[src/rtl/cmd_resp_pkg.sv]
package cmd_resp_pkg;
  localparam int unsigned CRC_W = 7;
  localparam logic [CRC_W-1:0] CRC_POLY = 7'h09;
  typedef enum logic [1:0] {ST_IDLE, ST_WAIT, ST_RECV} rx_state_e;
endpackage

[src/rtl/crc7_acc.sv]
module crc7_acc
  import cmd_resp_pkg::*;
(
  input  logic clk_i,
  input  logic rst_ni,
  input  logic clr_i,
  input  logic en_i,
  input  logic bit_i,
  output logic zero_o
);
  logic [CRC_W-1:0] crc_q;
  logic             fb;

  assign fb = crc_q[CRC_W-1] ^ bit_i;

  always_ff @(posedge clk_i or negedge rst_ni) begin
    if (!rst_ni)    crc_q <= '0;
    else if (clr_i) crc_q <= '0;
    else if (en_i)  crc_q <= {crc_q[CRC_W-2:0], 1'b0} ^ (fb ? CRC_POLY : '0);
  end

  // message followed by its CRC leaves a zero remainder
  assign zero_o = (crc_q == '0);
endmodule

[src/rtl/resp_fifo.sv]
module resp_fifo #(
  parameter int unsigned DEPTH = 17,
  localparam int unsigned IW   = $clog2(DEPTH)
) (
  input  logic          clk_i,
  input  logic          rst_ni,
  input  logic          wr_en_i,
  input  logic [IW-1:0] wr_idx_i,
  input  logic [7:0]    wr_data_i,
  input  logic          rd_en_i,
  input  logic          rptr_rst_i,
  output logic [7:0]    rd_data_o,
  output logic [IW-1:0] rptr_o
);
  logic [7:0]    mem_q [DEPTH];
  logic [IW-1:0] rptr_q;

  for (genvar g = 0; g < DEPTH; g++) begin : g_ent
    always_ff @(posedge clk_i or negedge rst_ni) begin
      if (!rst_ni)                               mem_q[g] <= '0;
      else if (wr_en_i && wr_idx_i == IW'(g))    mem_q[g] <= wr_data_i;
    end
  end

  always_ff @(posedge clk_i or negedge rst_ni) begin
    if (!rst_ni)         rptr_q <= '0;
    else if (rptr_rst_i) rptr_q <= '0;
    else if (rd_en_i)    rptr_q <= (rptr_q == IW'(DEPTH-1)) ? '0 : rptr_q + 1'b1;
  end

  assign rd_data_o = mem_q[rptr_q];
  assign rptr_o    = rptr_q;
endmodule

[src/rtl/resp_ctrl.sv]
module resp_ctrl
  import cmd_resp_pkg::*;
#(
  parameter int unsigned SHORT_BITS = 48,
  parameter int unsigned LONG_BITS  = 136,
  parameter int unsigned SHORT_CRC_FROM = 0,
  parameter int unsigned LONG_CRC_FROM  = 8,
  localparam int unsigned CW = $clog2(LONG_BITS + 1),
  localparam int unsigned IW = $clog2(LONG_BITS / 8)
) (
  input  logic          clk_i,
  input  logic          rst_ni,
  input  logic          cmd_done_i,
  input  logic          resp_en_i,
  input  logic          resp_long_i,
  input  logic          crc_dis_i,
  input  logic          line_i,
  input  logic          eor_clr_i,
  input  logic          crc_zero_i,
  output logic          crc_clr_o,
  output logic          crc_en_o,
  output logic          wr_en_o,
  output logic [IW-1:0] wr_idx_o,
  output logic [7:0]    wr_byte_o,
  output logic          busy_o,
  output logic          eor_o,
  output logic          crc_err_o,
  output logic          fmt_err_o,
  output logic          cfg_crc_dis_o
);
  rx_state_e     state_q;
  logic [CW-1:0] cnt_q, pos, last_pos, crc_from;
  logic [6:0]    sh_q;
  logic          long_q, dis_q, tbit_q, eor_q, crc_err_q, fmt_err_q;
  logic          arm, bit_vld, at_last;

  assign arm      = (state_q == ST_IDLE) && cmd_done_i && resp_en_i;
  assign bit_vld  = ((state_q == ST_WAIT) && !line_i) || (state_q == ST_RECV);
  assign pos      = (state_q == ST_WAIT) ? '0 : cnt_q;
  assign last_pos = long_q ? CW'(LONG_BITS - 1) : CW'(SHORT_BITS - 1);
  assign crc_from = long_q ? CW'(LONG_CRC_FROM) : CW'(SHORT_CRC_FROM);
  assign at_last  = bit_vld && (pos == last_pos);

  assign crc_clr_o = arm;
  assign crc_en_o  = bit_vld && (pos >= crc_from) && (pos < last_pos);
  assign wr_en_o   = bit_vld && (pos[2:0] == 3'd7);
  assign wr_idx_o  = IW'(pos >> 3);
  assign wr_byte_o = {sh_q, line_i};

  always_ff @(posedge clk_i or negedge rst_ni) begin
    if (!rst_ni) begin
      state_q <= ST_IDLE;
      cnt_q   <= '0;
      sh_q    <= '0;
      long_q  <= 1'b0;
      dis_q   <= 1'b0;
      tbit_q  <= 1'b0;
    end else begin
      if (arm) begin
        state_q <= ST_WAIT;
        long_q  <= resp_long_i;
        dis_q   <= crc_dis_i;
      end else if (bit_vld) begin
        sh_q  <= {sh_q[5:0], line_i};
        cnt_q <= pos + 1'b1;
        if (pos == CW'(1)) tbit_q <= line_i;
        state_q <= at_last ? ST_IDLE : ST_RECV;
      end
    end
  end

  always_ff @(posedge clk_i or negedge rst_ni) begin
    if (!rst_ni) begin
      eor_q     <= 1'b0;
      crc_err_q <= 1'b0;
      fmt_err_q <= 1'b0;
    end else if (arm) begin
      eor_q     <= 1'b0;
      crc_err_q <= 1'b0;
      fmt_err_q <= 1'b0;
    end else if (at_last) begin
      eor_q     <= 1'b1;
      crc_err_q <= !dis_q && !crc_zero_i;
      fmt_err_q <= tbit_q || !line_i;
    end else if (eor_clr_i) begin
      eor_q <= 1'b0;
    end
  end

  assign busy_o        = (state_q != ST_IDLE);
  assign eor_o         = eor_q;
  assign crc_err_o     = crc_err_q;
  assign fmt_err_o     = fmt_err_q;
  assign cfg_crc_dis_o = dis_q;
endmodule

[src/rtl/cmd_resp_rx.sv]
module cmd_resp_rx #(
  parameter int unsigned SHORT_BITS = 48,
  parameter int unsigned LONG_BITS  = 136,
  localparam int unsigned DEPTH = LONG_BITS / 8,
  localparam int unsigned IW    = $clog2(DEPTH)
) (
  input  logic       clk_i,
  input  logic       rst_ni,
  input  logic       cmd_done_i,
  input  logic       resp_en_i,
  input  logic       resp_long_i,
  input  logic       crc_dis_i,
  input  logic       cmd_line_i,
  input  logic       eor_clr_i,
  input  logic       rd_en_i,
  input  logic       rptr_rst_i,
  output logic [7:0] rd_data_o,
  output logic       busy_o,
  output logic       eor_o,
  output logic       crc_err_o,
  output logic       fmt_err_o
);
  logic          crc_clr, crc_en, crc_zero, wr_en, cfg_crc_dis;
  logic [IW-1:0] wr_idx, rptr;
  logic [7:0]    wr_byte;

  resp_ctrl #(.SHORT_BITS(SHORT_BITS), .LONG_BITS(LONG_BITS)) u_ctrl (
    .clk_i, .rst_ni, .cmd_done_i, .resp_en_i, .resp_long_i, .crc_dis_i,
    .line_i(cmd_line_i), .eor_clr_i, .crc_zero_i(crc_zero),
    .crc_clr_o(crc_clr), .crc_en_o(crc_en), .wr_en_o(wr_en),
    .wr_idx_o(wr_idx), .wr_byte_o(wr_byte), .busy_o, .eor_o,
    .crc_err_o, .fmt_err_o, .cfg_crc_dis_o(cfg_crc_dis)
  );

  crc7_acc u_crc (
    .clk_i, .rst_ni, .clr_i(crc_clr), .en_i(crc_en), .bit_i(cmd_line_i),
    .zero_o(crc_zero)
  );

  resp_fifo #(.DEPTH(DEPTH)) u_fifo (
    .clk_i, .rst_ni, .wr_en_i(wr_en), .wr_idx_i(wr_idx), .wr_data_i(wr_byte),
    .rd_en_i, .rptr_rst_i, .rd_data_o, .rptr_o(rptr)
  );
endmodule

[config.mk]
export PLATFORM = sky130hd
export DESIGN_NAME = cmd_resp_rx
export DESIGN_NICKNAME = d
export VERILOG_FILES = /design/src/rtl/cmd_resp_pkg.sv /design/src/rtl/crc7_acc.sv /design/src/rtl/resp_fifo.sv /design/src/rtl/resp_ctrl.sv /design/src/rtl/cmd_resp_rx.sv
export SDC_FILE = /design/constraint.sdc
export NUM_CORES = 1
export LEC_CHECK = 0
export BUFFER_PORTS_ARGS = -buffer_cell sky130_fd_sc_hd__buf_2
export CAP_MARGIN = 5
export CORE_MARGIN = 4
export CORE_UTILIZATION = 60
export CTS_CLUSTER_DIAMETER = 50
export DETAILED_ROUTE_END_ITERATION = 12
export PLACE_DENSITY = 0.83
export SYNTH_ARGS = -nofsm -noshare
export SYNTH_HDL_FRONTEND = slang
export SYNTH_HIERARCHICAL = 1
export SYNTH_SLANG_ARGS = --single-unit
[constraint.sdc]
create_clock -name clk_i -period 4.16 [get_ports clk_i]
set_clock_uncertainty 0.15 [all_clocks]
set_input_delay 0.416 -clock clk_i [delete_from_list [all_inputs] [get_ports clk_i]]
set_output_delay 0.416 -clock clk_i [all_outputs]
set_load 0.02 [all_outputs]
Yosys cells after proc, flatten, opt, wreduce, memory -nomap -nowiden
Cells that the tools add are included.
- muxes and demuxes: 22
- eq/ne operators: 22
- $add $sub $neg: 2
- order comparisons: 3
- bitwise operators: 4
- reductions and logical operators: 41
- operators by type and width (cell ; number):
    binary-select mux 8 bit (select 5 bit) ; 1
    equality test 5 x 4 -> 1 bit, second input constant ; 8
    2-to-1 mux 8 bit ; 4
    logical AND 1 bit ; 25
    equality test 5 x 3 -> 1 bit, second input constant ; 4
    2-to-1 mux 5 bit ; 3
    2-to-1 mux 7 bit ; 2
    equality test 5 x 2 -> 1 bit, second input constant ; 2
    equality test 5 bit, second input constant ; 2
    nonzero test 2 bit ; 5
    adder 8 x 1 -> 8 bit, second input constant ; 1
    equality test 8 x 1 -> 1 bit, second input constant ; 1
    equality test 8 bit ; 1
    >= comparator 8 bit ; 1
    < comparator 8 bit ; 1
    2-to-1 mux 4 bit ; 2
    logical NOT 7 bit ; 1
    2-to-1 mux 1 bit ; 7
    bitwise XOR 7 bit ; 1
    >= comparator 6 bit, second input constant ; 1
    2-to-1 mux 2 bit ; 3
    inverter 5 -> 6 bit ; 1
    adder 5 x 1 -> 5 bit, second input constant ; 1
    equality test 5 x 1 -> 1 bit, second input constant ; 1
    12 further kinds ; 15
- logic and storage cells: 122
- flip-flop bits (word level): 171
- output and inout bits: 12

Logic depth before layout (Yosys ltp)
Gate-level depths: netlist of run 1.
- depth in word-level cells: 7
- mapped depth: 11
- depth with buffers taken out: 9

By module
The synthesis of run 1 kept the hierarchy.
- modules (own cells, without submodules) (module ; area an instance (sq um) ; instances ; cells each):
    resp_fifo ; 6630.1 ; 1 ; 470
    resp_ctrl ; 1252.5 ; 1 ; 123
    crc7_acc ; 324.1 ; 1 ; 29

Least setup slack after synthesis of run 1
Ideal clock, no wire load.
- path type: flip-flop to flip-flop
- start: reg u_ctrl.state_q[0]
- end: reg u_fifo/mem_q[32] (netlist name)
- data required time: 3.885 ns
- path slack: 1.647 ns
- setup time: 0.125 ns
- cell stages (with the launch flop): 10
- path buffers: 2
- arrival time: 2.239 ns
- cells stage by stage: dfrtp_1 -> nand2b_1 -> clkbuf_1 -> and3_1 -> ha_1 -> nor2b_1 -> nor4b_2 -> and3_1 -> buf_2 -> mux2_2
- longest elaborated chain between the ends: 5
- elaborated cells between the ends (all ways): 9
- RTL lines (item ; line ; RTL):
    start: declaration ; resp_ctrl.sv:31 ; rx_state_e state_q;
    start signal: assignment ; resp_ctrl.sv:67 ; state_q <= at_last ? ST_IDLE : ST_RECV;
    equality test 2 x 1 -> 1 bit ; resp_ctrl.sv:38, resp_ctrl.sv:39 ;
    2-to-1 mux 8 bit or logical AND 1 bit (tied branches) ; resp_ctrl.sv:39, resp_ctrl.sv:38 ;
    equality test 3 bit or logical OR 1 bit (tied branches) ; resp_ctrl.sv:46, resp_ctrl.sv:38 ;
    logical AND 1 bit (*) ; resp_ctrl.sv:46 ; assign wr_en_o = bit_vld && (pos[2:0] == 3'd7);
    net wr_en ; cmd_resp_rx.sv:23 ; logic crc_clr, crc_en, crc_zero, wr_en, cfg_crc_dis;
    logical AND 1 bit (*) ; resp_fifo.sv:21 ; else if (wr_en_i && wr_idx_i == IW'(g)) mem_q[g] <= wr_data_i;
    end signal: indexed assignment ; resp_fifo.sv:21 ;
    end: declaration ; resp_fifo.sv:15 ; logic [7:0] mem_q [DEPTH];
The timed path passes the listed nets; every way through them passes the cells marked *.
A chain may end at the register's enable or synchronous reset.

Worst setup path after layout of run 1
- start: reg u_fifo.rptr_q[2], in the netlist u_fifo/rptr_o[2]
- end: out rd_data_o[0]
- longest elaborated chain between the ends: 4
- RTL lines (item ; line ; RTL):
    start: declaration ; resp_fifo.sv:16 ; logic [IW-1:0] rptr_q;
    start signal: assignment ; resp_fifo.sv:28 ; else if (rd_en_i) rptr_q <= (rptr_q == IW'(DEPTH-1)) ? '0 : rptr_q + 1'b1;
    inverter 5 -> 6 bit (implied by the code) ; resp_fifo.sv:31 ; assign rd_data_o = mem_q[rptr_q];
    binary-select mux 8 bit (select 5 bit) ; resp_fifo.sv:31 ;
    2-to-1 mux 8 bit (implied by the code) (2 in series) ; resp_fifo.sv:31 ;
    end: declaration ; cmd_resp_rx.sv:17 ; output logic [7:0] rd_data_o,
No other way between the ends. The select of a mux whose other input is x is not followed.

==> flow_summary.yaml, run 1 <==
outcome:
  status: "completed"
clock_tree:
  htree_levels: 4
  path_clk_slew_ps: 70
  cts_resized: 0
  clock_path_buffers: 2
  cts_sinks: 171
  numCtsBuffers: 17
  root_buffer: "clkbuf_16"
  cts_tree: "built"
  clk-insertion-delay-late_ps: 420
floorplan:
  initial_core_util: 0.6173
  die_y_um: 125.0
  die_w_um: 125.0
  top_level_ports: 22
  rows: 42
  dieArea_sq_mm: 0.01561
  core_area_sq_mm: 0.01330
run:
  cap_viol_max_count: 0
power_and_ir_drop:
  switching_power_w: 0.001680
  combPwrFrac: 0.214
  swShare: 0.3169
  leakage_nw: 4.276
  pwr-share-seq: 0.463
  cellPowerDensity_mw_per_mm2: 585.9
  p_int_w: 0.003621
  clkPwrFrac: 0.323
  ir_worst_vdd_mv: 0.3306
worst_setup_path:
  rr_startpoint: "u_ctrl/state_q[1]"
  crit_family: "flip-flops"
  end_kind: "output pin"
  r2r_end: "u_fifo/mem_q[41]"
  cpMaxStageDelayCell: "dfrtp_1"
  path_cells: "nand2b_1 -> a211oi_1 -> nor3_1 -> a221o_1 -> buf_2"
  max_stage_delay_ps: 1090
  worst-path-buf-inv: 1
  start_kind: "flop"
  crit_cells: 5
  reg2reg_depth: 7
  cp.required_ps: 3590
  crit_type: "flop to output pin"
  path_max_fanout: 26
  arrival_ps: 3010
  rrSetupSlack_ps: 800
placement:
  dp_hpwl_um: 11580
  placedInstanceArea_sq_mm: 0.008389
  placed_cells: 786
  io_buffers: 21
  gp_congestion: 0.8799
  pre_cts_slack_ps: 860.5
synth:
  ys_async_sr_fraction: 1.000
  synth_top_area_frac: 0.5214
  synth-edff-count: 0
  ys_types: 61
  synth.largest_area_cell: "dfrtp_1"
  syn_inst: 622
  synthTopCellsByArea: "dfrtp_1 (52%), mux2_2 (22%), mux4_2 (4.4%)"
  synth.ff_latch_count: 171
  syn-num-nets: 638
  avgSynthCellArea_sq_um: 13.19
  yosys_warnings: 6
  ys_seq_area_frac: 0.5214
  syn_area_sq_mm: 0.008207
  synth_ff_type: "dfrtp_1"
min_path:
  min_path_cells: 3
  hold_start: "crc_dis_i"
  hold_path.class: "input pin to flop"
  holdPathEnd: "u_ctrl/cfg_crc_dis_o"
sta:
  worst_slew_pin_slew_ps: 1144
  rsz0062_at_grt: "no"
  slew_violations: 0
  fmax_mhz: 279.5
  holdWs_ps: 45.11
  setup_viol: 0
  worst_slack_ps: 581.7
  fin_setup_tns_ps: 0
  fin_crit_sh: 0.8602
  maxSlewHeadroom: 0.2371
  finalHoldViolCount: 0
  fin_crit_ps: 3578
cells_and_area:
  layout_common_cells: "dfrtp_1 (170), mux2_2 (162), nor2_1 (31)"
  final_common_cell: "dfrtp_1"
  fin_nets: 646
  drive_gt1_frac: 0.3950
  fillCellCount: 890
  fin_area_sq_mm: 0.009046
  areaGrowthSynthToFinish_pct: 10.23
  antenna_cells: 0
  stdcell_count: 819
detailed_routing:
  num_vias: 5277
  wl_um: 18310
  firstDrtPassIters: 5
  first_iter_violations: 389
  post-route-drc-count: 0
  viasPerCell: 6.443
  antenna_left: 0
  post_drt_wl_per_cell_um: 22.36
global_routing:
  antenna_found_initial: 0
  grt_pass1_vias: 5655
  grt_overflow: 0
  grt_first_pass_wirelength_um: 30000
  grt_usage: 0.2444
  grt_max_degree: 80
-- layer usage --
layer / wire [um] / track usage / share of wire
met5: 0 / 0 / 0
met4: 428 / 0.08865 / 0.023
met3: 829 / 0.05288 / 0.045
met2: 9513 / 0.4268 / 0.52
met1: 7539 / 0.3020 / 0.41
-- synth_stat cells (all sizes together), types with 2 or more instances --
master	count
dfrtp	171
mux2	162
nor2	32
nand2	26
buf	25
nor2b	22
clkbuf	16
mux4	16
mux2i	14
a211oi	11
a21oi	11
nor3	10
a2111oi	8
a221o	8
inv	8
nand2b	8
o22ai	8
o21ai	7
and3	6
ha	6
and2	5
nand4	4
a311oi	2
a31oi	2
and4bb	2
nand3	2
nand4b	2
nor3b	2
nor4	2
nor4b	2
o221ai	2
o31ai	2
-- registers in the layout, summed over array words and instances (netlist names) --
signal / flops
u_fifo/mem_q: 136
u_ctrl/cnt_q: 8
u_crc/crc_q: 7
u_ctrl/sh_q: 7
u_fifo/rptr_o: 5
u_ctrl/state_q: 2
u_ctrl/cfg_crc_dis_o: 1
u_ctrl/crc_err_o: 1
u_ctrl/eor_o: 1
u_ctrl/fmt_err_o: 1
u_ctrl/long_q: 1
u_ctrl/tbit_q: 1
-- tightest hold or removal path, cell delays in order --
cell and delay [ps]:
buf_2 80, nand2_1 40, nand2_1 50
-- what timing repair did --
action                                 CTS  global route
buffers inserted                         0             0
endpoints found under the hold margin   76             0
hold buffers                             1             0
-- power by group through the flow --
stage	combinational (W)	clock, W	sequential [W]
global placement	0.00106	0	0.00243
global route	0.00124	0.00181	0.00250
CTS	0.00114	0.00174	0.00244
floorplan	0.000974	0	0.00221
finish	0.00114	0.00171	0.00245
detailed placement	0.00113	0	0.00246
-- layout make-up --
| type | count | area (sq um) | area share |
|---|---|---|---|
| sequential | 171 | 4280 | 0.4732 |
| multi-input combinational | 402 | 3687 | 0.4076 |
| clock buffer | 18 | 439.2 | 0.04855 |
| tap | 176 | 220.2 | 0.02434 |
| clock inverter | 14 | 207.7 | 0.02296 |
| timing repair buffer | 30 | 181.4 | 0.02006 |
| inverter | 8 | 30.03 | 0.003320 |
-- metrics by stage --
step	utilization	power, W
finish	0.6804	0.005300
detailed placement	0.6310	0.003590
CTS	0.6804	0.005324
global placement	0.6310	0.003490
global route	0.6804	0.005554
floorplan	-	0.003184
-- kinds of logic after synthesis --
group / share of synthesized area
AO/OA/AOI/OAI: 0.06327
XOR/XNOR: 0.002135
adder cells (fa/ha/maj): 0.009147
buffers and inverters: 0.03003
flip-flops: 0.5214
multiplexers: 0.2833
AND/OR/NAND/NOR: 0.09072
-- how the worst max path moves through the flow --
stage                      startpoint                to
global route         u_fifo/rptr_o[0]      rd_data_o[0]
detailed placement  u_ctrl/state_q[1]  u_fifo/mem_q[47]
global placement    u_ctrl/state_q[1]  u_fifo/mem_q[43]
floorplan           u_ctrl/state_q[0]  u_fifo/mem_q[32]
finish               u_fifo/rptr_o[2]      rd_data_o[0]
CTS                  u_fifo/rptr_o[0]      rd_data_o[2]
No activity file was read; power rests on OpenSTA's default activity.
==> run 2, diff against run 1 <==
--- a/config.mk
+++ b/config.mk
@@ -5,6 +5,7 @@
 export SDC_FILE = /design/constraint.sdc
 export NUM_CORES = 1
 export LEC_CHECK = 0
+export ABC_AREA = 1
 export BUFFER_PORTS_ARGS = -buffer_cell sky130_fd_sc_hd__buf_2
 export CAP_MARGIN = 5
 export CORE_MARGIN = 4
==> run 2 against run 1 <==
The run now ends with hold timing left; worst setup slack better by 470 ps; sequential share of layout area is 1.4 points lower; final area is 3.1% higher; largest power group unchanged.
==> flow_summary.yaml, run 2 <==
worst_setup_path:
  end_kind: "output pin"
  path_cells: "inv_2 -> buf_4 -> nand2_1 -> nand3_1 -> nand2_1 -> nand2_1 -> nand2_1 -> inv_1 -> nand2_1 -> nand2_1 -> nand2_1 -> buf_2"
  cpMaxStageDelayCell: "buf_4"
  crit_family: "buffers and inverters"
  arrival_ps: 2540
  crit_type: "flop to output pin"
  max_stage_delay_ps: 540
  path_max_fanout: 48
  worst-path-buf-inv: 4
  path_common_cell: "nand2_1"
  start_kind: "flop"
  cp.required_ps: 3590
  rrSetupSlack_ps: 1320
global_routing:
  grt_max_degree: 111
  antenna_found_initial: 0
  grt_pass1_vias: 6995
  grt_overflow: 0
  grt_first_pass_wirelength_um: 33840
  grt_usage: 0.2586
synth:
  synthTopCellsByCount: "nand2_1 (435), dfrtp_1 (171), inv_1 (165)"
  synth.largest_area_cell: "dfrtp_1"
  synth_ff_type: "dfrtp_1"
  ys_seq_area_frac: 0.4890
  ys_async_sr_fraction: 1.000
  yosys_warnings: 6
  synthTopCellsByArea: "dfrtp_1 (49%), nand2_1 (19%), o21ai_0 (7.9%)"
  avgSynthCellArea_sq_um: 7.518
  synth_top_area_frac: 0.4890
  syn-num-nets: 1180
  syn_area_sq_mm: 0.008751
  yosysMostFrequentCell: "nand2_1"
  synth-edff-count: 0
  synth.ff_latch_count: 171
  syn_inst: 1164
  ys_types: 30
floorplan:
  die_w_um: 128.8
  die_y_um: 128.8
  initial_core_util: 0.6208
  dieArea_sq_mm: 0.01658
  core_area_sq_mm: 0.01410
  rows: 43
  top_level_ports: 22
detailed_routing:
  first_iter_violations: 949
  num_vias: 7305
  post-route-drc-count: 0
  post_drt_wl_per_cell_um: 15.04
  viasPerCell: 5.423
  firstDrtPassIters: 5
  antenna_left: 0
  wl_um: 20270
clock_tree:
  path_clk_slew_ps: 60
  numCtsBuffers: 17
  cts_resized: 0
  htree_levels: 4
  root_buffer: "clkbuf_16"
  cts_setup_buffers: 0
  cts_tree: "built"
  cts_sinks: 171
  cts_hold_buf: 0
  clock_path_buffers: 2
  clk-insertion-delay-late_ps: 430
sta:
  fin_crit_sh: 0.7467
  holdWs_ps: -48.23
  finalHoldViolCount: 25
  maxSlewHeadroom: 0.3189
  fmax_mhz: 321.9
  slew_violations: 0
  rsz0062_at_grt: "no"
  setup_viol: 0
  fin_setup_tns_ps: 0
  worst_slew_pin_slew_ps: 1022
  fin_crit_ps: 3106
placement:
  gp_congestion: 0.8894
  placedInstanceArea_sq_mm: 0.008757
  io_buffers: 21
  dp_hpwl_um: 12600
cells_and_area:
  reg_top3: "u_fifo/mem_q x136, u_ctrl/cnt_q x8"
  fillCellCount: 1142
  areaGrowthSynthToFinish_pct: 6.534
  fin_nets: 1170
  top_register: "u_fifo/mem_q"
  drive_gt1_frac: 0.08398
  final_common_cell: "nand2_1"
  layout_common_cells: "nand2_1 (435), dfrtp_1 (170), inv_1 (164)"
  fin_area_sq_mm: 0.009323
  antenna_cells: 0
  largest_register_ffs: 136
power_and_ir_drop:
  leakage_nw: 4.673
  power_w: 0.005300
  ir_worst_vdd_mv: 0.4683
  cellPowerDensity_mw_per_mm2: 568.5
outcome:
  status: "finished, violations left"
  violations: "hold timing"
min_path:
  hold_path.class: "input pin to asynchronous set/reset pin"
run:
  cap_viol_max_count: 0
## run 2: changes by cell type after synthesis, sizes merged, moves of 11 or more
cell,delta
mux2,-162
mux4,-16
mux2i,-13
o21ai,+143
inv,+164
a211oi,-11
nand3,+106
nor2b,-22
nand2,+420
buf,+12
## run 2: area by class of cell
cell class | instances | area [sq um] | share of cell area
Timing Repair Buffer | 26 | 161.4 | 0.01731
Multi-Input combinational cell | 761 | 3425 | 0.3673
Inverter | 177 | 665.6 | 0.07140
Clock buffer | 18 | 429.2 | 0.04603
Tap cell | 180 | 225.2 | 0.02416
Sequential cell | 171 | 4280 | 0.4591
Clock inverter | 14 | 136.4 | 0.01463
## run 2: worst paths after layout
kind,start,endpoint,cells after the start
max,u_fifo/rptr_o[0],rd_data_o[3],12
min,rst_ni,u_fifo/mem_q[74],1
max reg2reg,u_ctrl/state_q[1],u_fifo/mem_q[31],14
min reg2reg,u_ctrl/cfg_crc_dis_o,u_ctrl/cfg_crc_dis_o,2
max in group asynchronous,rst_ni,u_ctrl/sh_q[1],2
min in group clk_i,eor_clr_i,u_ctrl/eor_o,2
## run 2: logic make-up (layout without fill, tap and decap cells)
family | Yosys count | after routing | share of synthesized area
adders and majority gates | 6 | 6 | 0.008579
buffers and inverters | 232 | 235 | 0.1197
muxes | 1 | 1 | 0.001144
and+or+nand+nor | 590 | 590 | 0.2851
xor gates and xnor gates | 2 | 2 | 0.002002
AOI/OAI and AO/OA | 162 | 162 | 0.09451
DFF | 171 | 171 | 0.4890
## run 2: routing by layer
| layer | track usage | part of all wire | vias up |
|---|---|---|---|
| li1 | - | - | 3571 |
| met1 | 0.3545 | 0.44 | 3457 |
| met2 | 0.4055 | 0.47 | 232 |
| met3 | 0.05978 | 0.059 | 45 |
| met4 | 0.09450 | 0.026 | 0 |
| met5 | 0 | 0 | - |
## run 2: worst reg2reg max path, delay by kind of cell (launching register included)
family	cells	cell delay (ps)
simple gates	7	1530
fa+ha+maj	1	130
compound gates	1	120
flops	1	400
buf+inv	5	350
## run 2: through the flow
stage | std cells | utilization | hold slack [ps] | worst slack (ps)
finish | 1347 | 0.6614 | -48.23 | 1054
global route | 1347 | 0.6614 | 3.681 | 872.0
CTS | 1347 | 0.6614 | 1.809 | 1065
detailed placement | 1315 | 0.6213 | 316.2 | 1377
global placement | 1315 | 0.6213 | 306.2 | 1455
floorplan | 1164 | - | -29.59 | 1977
## run 2: where the power goes
part           switching [W]  internal [W]
logic                0.00112      0.000466
registers           0.000202       0.00198
clock network       0.000692      0.000837
total                0.00201       0.00329
